<file path="src/rtl/pdg_pkg.sv">
package pdg_pkg;

    typedef enum logic [1:0] {
        ST_IDLE  = 2'd0,
        ST_COUNT = 2'd1,
        ST_REARM = 2'd2
    } pdg_state_e;

    // Johnson code for position idx of a ring of w flops (idx < 2*w).
    function automatic logic [31:0] jc_code(input int unsigned idx, input int unsigned w);
        logic [31:0] r;
        r = '0;
        for (int unsigned b = 0; b < w; b++) begin
            if (idx <= w) r[b] = (b < idx);
            else          r[b] = (b >= idx - w);
        end
        return r;
    endfunction

endpackage

</file>
<file path="src/rtl/pdg_johnson.sv">
module pdg_johnson #(
    parameter int JW   = 4,
    parameter int LO_W = 3
) (
    input  logic            clk,
    input  logic            rst,
    input  logic            load,
    input  logic [LO_W-1:0] load_idx,
    input  logic            step,
    output logic            is_zero,
    output logic            is_one
);
    import pdg_pkg::*;

    logic [JW-1:0] q;
    logic [31:0]   code;

    assign code = jc_code(32'(load_idx), JW);

    always_ff @(posedge clk) begin
        if (rst)       q <= '0;
        else if (load) q <= code[JW-1:0];
        else if (step) q <= {~q[0], q[JW-1:1]};
    end

    // two-flop decodes, valid for any legal Johnson pattern
    assign is_zero = ~q[0] & ~q[JW-1];
    assign is_one  =  q[0] & ~q[1];

    // the ring never leaves the legal Johnson sequence
    assert_jc_legal_R3: assert property (@(posedge clk) disable iff (rst)
        $countones(q[JW-1:1] ^ q[JW-2:0]) <= 1);

endmodule

</file>
<file path="src/rtl/pdg_hicount.sv">
module pdg_hicount #(
    parameter int HI_W  = 13,
    parameter int SEG_W = 4
) (
    input  logic            clk,
    input  logic            rst,
    input  logic            load,
    input  logic [HI_W-1:0] load_val,
    input  logic            dec,
    output logic            all_zero
);
    localparam int NSEG = (HI_W + SEG_W - 1) / SEG_W;
    localparam int PW   = NSEG * SEG_W;

    logic [PW-1:0]   hi_q, hi_nxt;
    logic [NSEG-1:0] seg_zq;
    logic [NSEG:0]   chain;

    always_comb begin
        if (load)     hi_nxt = PW'(load_val);
        else if (dec) hi_nxt = hi_q - PW'(1);
        else          hi_nxt = hi_q;
    end

    always_ff @(posedge clk) begin
        if (rst) hi_q <= '0;
        else     hi_q <= hi_nxt;
    end

    assign chain[NSEG] = 1'b1;

    for (genvar i = NSEG - 1; i >= 0; i--) begin : g_seg
        always_ff @(posedge clk) begin
            if (rst) seg_zq[i] <= 1'b1;
            else     seg_zq[i] <= (hi_nxt[i*SEG_W +: SEG_W] == '0);
        end
        // zero knowledge travels from the top segment toward the bottom
        assign chain[i] = chain[i+1] & seg_zq[i];
    end

    assign all_zero = chain[0];

    // chained segment flags agree with the whole register
    assert_zero_flag_R3: assert property (@(posedge clk) disable iff (rst)
        all_zero == (hi_q == '0));
    // the high part is never decremented from zero
    assert_no_underflow_R3: assert property (@(posedge clk) disable iff (rst)
        (dec && !load) |-> !all_zero);

endmodule

</file>
<file path="src/rtl/pulse_delay_gen.sv">
module pulse_delay_gen #(
    parameter int DLY_W     = 16,
    parameter int JW        = 4,   // 2*JW must be a power of two
    parameter int SEG_W     = 4,
    parameter int MIN_DLY   = 3,   // at least 1
    parameter int REARM_CYC = 6    // at least 1
) (
    input  logic             clk,
    input  logic             rst,
    input  logic [DLY_W-1:0] delay_i,
    input  logic             load_i,
    input  logic             trig_i,
    output logic             pulse_o,
    output logic             busy_o,
    output logic             missed_o
);
    import pdg_pkg::*;

    localparam int JMOD = 2 * JW;
    localparam int LO_W = $clog2(JMOD);
    localparam int HI_W = DLY_W - LO_W;
    localparam int RC_W = $clog2(REARM_CYC + 1);

    pdg_state_e       st;
    logic [RC_W-1:0]  rc;
    logic [DLY_W-1:0] dly_q, eff;
    logic             start, counting, fire;
    logic             jc_zero, jc_one, hi_zero;

    assign eff      = (dly_q < DLY_W'(MIN_DLY)) ? DLY_W'(MIN_DLY) : dly_q;
    assign start    = (st == ST_IDLE) && trig_i;
    assign counting = (st == ST_COUNT);
    assign fire     = counting && jc_one && hi_zero;

    pdg_johnson #(.JW(JW), .LO_W(LO_W)) u_lo (
        .clk      (clk),
        .rst      (rst),
        .load     (start),
        .load_idx (eff[LO_W-1:0]),
        .step     (counting),
        .is_zero  (jc_zero),
        .is_one   (jc_one)
    );

    pdg_hicount #(.HI_W(HI_W), .SEG_W(SEG_W)) u_hi (
        .clk      (clk),
        .rst      (rst),
        .load     (start),
        .load_val (eff[DLY_W-1:LO_W]),
        .dec      (counting && jc_zero),
        .all_zero (hi_zero)
    );

    always_ff @(posedge clk) begin
        if (rst) begin
            st       <= ST_IDLE;
            rc       <= '0;
            pulse_o  <= 1'b0;
            missed_o <= 1'b0;
            dly_q    <= DLY_W'(MIN_DLY);
        end else begin
            pulse_o <= fire;
            if (trig_i && st != ST_IDLE) missed_o <= 1'b1;
            if (load_i && st == ST_IDLE) dly_q <= delay_i;
            unique case (st)
                ST_IDLE:  if (trig_i) st <= ST_COUNT;
                ST_COUNT: if (fire) begin
                    st <= ST_REARM;
                    rc <= RC_W'(REARM_CYC - 1);
                end
                ST_REARM: if (rc == '0) st <= ST_IDLE;
                          else          rc <= rc - RC_W'(1);
                default:  st <= ST_IDLE;
            endcase
        end
    end

    assign busy_o = (st != ST_IDLE);

    assert_pulse_single_R2: assert property (@(posedge clk) disable iff (rst)
        pulse_o |=> !pulse_o);
    assert_accept_R2: assert property (@(posedge clk) disable iff (rst)
        (!busy_o && trig_i) |=> busy_o);
    assert_pulse_in_busy_R5: assert property (@(posedge clk) disable iff (rst)
        pulse_o |-> busy_o);
    assert_missed_set_R7: assert property (@(posedge clk) disable iff (rst)
        (busy_o && trig_i) |=> missed_o);
    assert_missed_sticky_R7: assert property (@(posedge clk) disable iff (rst)
        missed_o |=> missed_o);
    assert_hold_busy_R8: assert property (@(posedge clk) disable iff (rst)
        busy_o |=> $stable(dly_q));

endmodule

</file>
<file path="config.mk">
export PLATFORM = sky130hd
export DESIGN_NAME = pulse_delay_gen
export DESIGN_NICKNAME = d
export VERILOG_FILES = /design/src/rtl/pdg_pkg.sv /design/src/rtl/pdg_johnson.sv /design/src/rtl/pdg_hicount.sv /design/src/rtl/pulse_delay_gen.sv
export SDC_FILE = /design/constraint.sdc
export NUM_CORES = 1
export LEC_CHECK = 0
export ABC_AREA = 1
export ABC_CLOCK_PERIOD_IN_PS = 3500
export BUFFER_PORTS_ARGS = -buffer_cell sky130_fd_sc_hd__buf_2
export CAP_MARGIN = 20
export CORE_AREA = 4 4 75 77
export DETAILED_ROUTE_END_ITERATION = 12
export DIE_AREA = 0 0 79 81
export PLACE_DENSITY = 0.67
export SETUP_SLACK_MARGIN = 0.02
export SLEW_MARGIN = 15
export SYNTH_ARGS = -nofsm -noshare
export SYNTH_HDL_FRONTEND = slang
export SYNTH_HIERARCHICAL = 1
export SYNTH_SLANG_ARGS = --single-unit
</file>
<file path="constraint.sdc">
create_clock -name clk -period 3.5 [get_ports clk]
set_input_delay 0.175 -clock clk [delete_from_list [all_inputs] [get_ports clk]]
set_output_delay 0.175 -clock clk [all_outputs]
set_load 0.005 [all_outputs]
</file>
==> flow_summary.json <==
{
  "dieArea_um2": 6399,
  "hpwlAfterDp_mm": 3.826,
  "clock_sinks": 47,
  "fin_ws_ns": 1.648,
  "synth_common_cells": "74 x nand2_1, 72 x nor2_1, 47 x dfxtp_1",
  "clkLatencyLatePin_ns": 0.29,
  "slew_violations": 0,
  "io_pins": 23,
  "clock.fmax_mhz": 540.1,
  "fin_worst_skew_ns": 0.002733,
  "totalWireLength_mm": 4.974,
  "tritoncts": "done",
  "tns_ns": 0,
  "clkTransAtPathRegs_ns": 0.08,
  "firstDrtPassIters": 4,
  "routed_via_density": 4.825,
  "critical_path.cell_chain": "inv_2, nand3_1, inv_1, inv_2, or2_2, a21oi_2, nand2_1, nand2_1",
  "drive_above_1_share_pct": 15.73,
  "end_kind": "register",
  "start_util_pct": 48.80,
  "synth_fa_ha_area_share_pct": 1.535,
  "synth_top_area_share_pct": 38.49,
  "critPathLaunchType": "register",
  "synth_area_leaders": "dfxtp_1 38%, nand2_1 11%, nor2_1 11%",
  "diodes": 0,
  "startpoint": "st[1]",
  "place_congestion": 0.8067,
  "grt_pass1_wl_mm": 8.901,
  "fp.dieH_um": 81,
  "holdCritPathClass": "in2reg",
  "synth-edff-count": 0,
  "async_reset_ff_share_pct": 0,
  "synth_compound_area_share_pct": 11.72,
  "finalCritPeriodShare_pct": 52.90,
  "final_util_pct": 53.15,
  "post_cts_buffers": 0,
  "synth_top_family_by_area": "simple AND/OR/NAND/NOR gates",
  "io_buffers": 22,
  "timing.max_cap.violations": 0,
  "syn_nets": 389,
  "vias": 2147,
  "cp_max_fo": 22,
  "synth_area_um2": 2445,
  "cts_buffers": 5,
  "p_leak_uw": 0.001290,
  "grt.total_usage_pct": 17.25,
  "detail-route-antenna-nets": 0,
  "synth_xor_xnor_area_share_pct": 0.3582,
  "rsz0062_at_grt": "false",
  "ir_worst_vdd_uv": 286.4,
  "synth_mux_area_share_pct": 0,
  "detail_route.wl_per_cell_um": 11.18,
  "route.detailed.drc": 0,
  "root_buffer": "clkbuf_8",
  "synth_ff_type": "dfxtp_1",
  "clockBufferDepth": 2,
  "synth_most_common_cell": "nand2_1",
  "finalHoldViolations": 0,
  "grt_pass1_vias": 1974,
  "power_density_nw_per_um2": 531.0,
  "status": "finished clean",
  "overflow": 0,
  "grt_antenna_before_repair": 0,
  "cts_max_level": 2,
  "fill_cells": 533,
  "yosys.area.top_type": "dfxtp_1",
  "crit_type": "reg2reg",
  "crit_path_top_delay_cell": "dfxtp_1",
  "setup_violations": 0,
  "arrival_ns": 2.08,
  "hold_ws_ns": 0.1105,
  "synth_seq_cells": 47,
  "cpPeakStageDelay_ns": 0.37,
  "ys_warn_count": 6,
  "syn2layout_area_growth_pct": 8.905,
  "maxSlewHeadroom_pct": 69.45,
  "pre_cts_ws_ns": 1.675,
  "holdBufCountCts": 0,
  "grt_max_degree": 25,
  "required_ns": 3.73,
  "ys_types": 28,
  "synth_cells": 366,
  "worstReg2RegStart": "st[1]",
  "rows": 26,
  "synth_seq_area_share_pct": 38.49,
  "fin_crit_ns": 1.852,
  "cts_resized": 0,
  "min-delay-start": "delay_i[1]",
  "worstMarginPinSlew_ns": 0.4582,
  "synth-simple-area-share_pct": 37.15,
  "drt_iter0_markers": 88,
  "coreArea_um2": 5010,
  "syn_area_per_cell_um2": 6.680,
  "dieWidth_um": 79,
  "nets": 397
}
## worst max-delay path: cells and delay by family (launching register included)
kind	cells	cell delay, ns
buf+inv	3	0.73
simple gates	4	0.56
flops	1	0.37
compound gates	1	0.13
## stage by stage
step                      area (um^2)  power (uW)  cells
after floorplan                  2445       953.9    366
after global placement           2545        1014    437
after detailed placement         2545        1022    437
after CTS                        2663        1427    445
after global routing             2663        1520    445
final                            2663        1414    445
## cells in the final DEF, fill, tap and decap left out, drive strengths merged
cell type and n:
inv 44, nor3 4, a21oi 19, bufinv 1, o21ai 33, or2 2
buf 22, xor2 1, nor2 81, nand4 5, clkbuf 6, nand3 23
ha 3, nand2 80, clkinv 1, dfxtp 47, o211ai 3
## registers in the layout, summed over array words and instances (netlist names)
signal / cells
pulse_o: 1
st: 2
u_hi/seg_zq: 3
rc: 3
u_lo/q: 4
dly_q: 16
u_hi/chain: 1
missed_o: 1
u_hi/hi_q: 16
## final cells by class
type	instances	area (um^2)	area share [%]
Multi-Input combinational cell	254	1241	46.62
Clock inverter	2	35.03	1.316
Sequential cell	47	940.9	35.34
Clock buffer	6	82.58	3.102
Timing Repair Buffer	22	110.1	4.135
Inverter	44	165.2	6.203
Tap cell	70	87.58	3.289
## worst paths after layout
check                   end  slack, ns  cells past startpoint
max          u_hi/seg_zq[2]       1.65                      8
min reg2reg           rc[2]       0.48                      2
min                dly_q[1]       0.11                      3
max reg2reg  u_hi/seg_zq[2]       1.65                      8
## cells by family after synthesis
kind of cell,Yosys count
AO/OA/AOI/OAI,55
XOR/XNOR,1
adder cells (fa/ha/maj),3
buffers and inverters,65
flip-flops,47
AND/OR/NAND/NOR,195
## power by group
| group | switching [uW] | total (uW) | leakage (uW) | internal [uW] |
|---|---|---|---|---|
| Clock | 173 | 404 | 0.0000612 | 231 |
| Combinational | 233 | 359 | 0.000841 | 126 |
| Sequential | 49.9 | 651 | 0.000388 | 601 |
## layer usage
layer	up-vias	wire length, um	track usage, %
li1	1160	-	-
met1	958	2497	23.31
met2	27	2287	28.28
met3	2	162	3.548
met4	0	27	4.296
met5	-	0	0
Note: power is estimated with default switching activity, not from simulation.
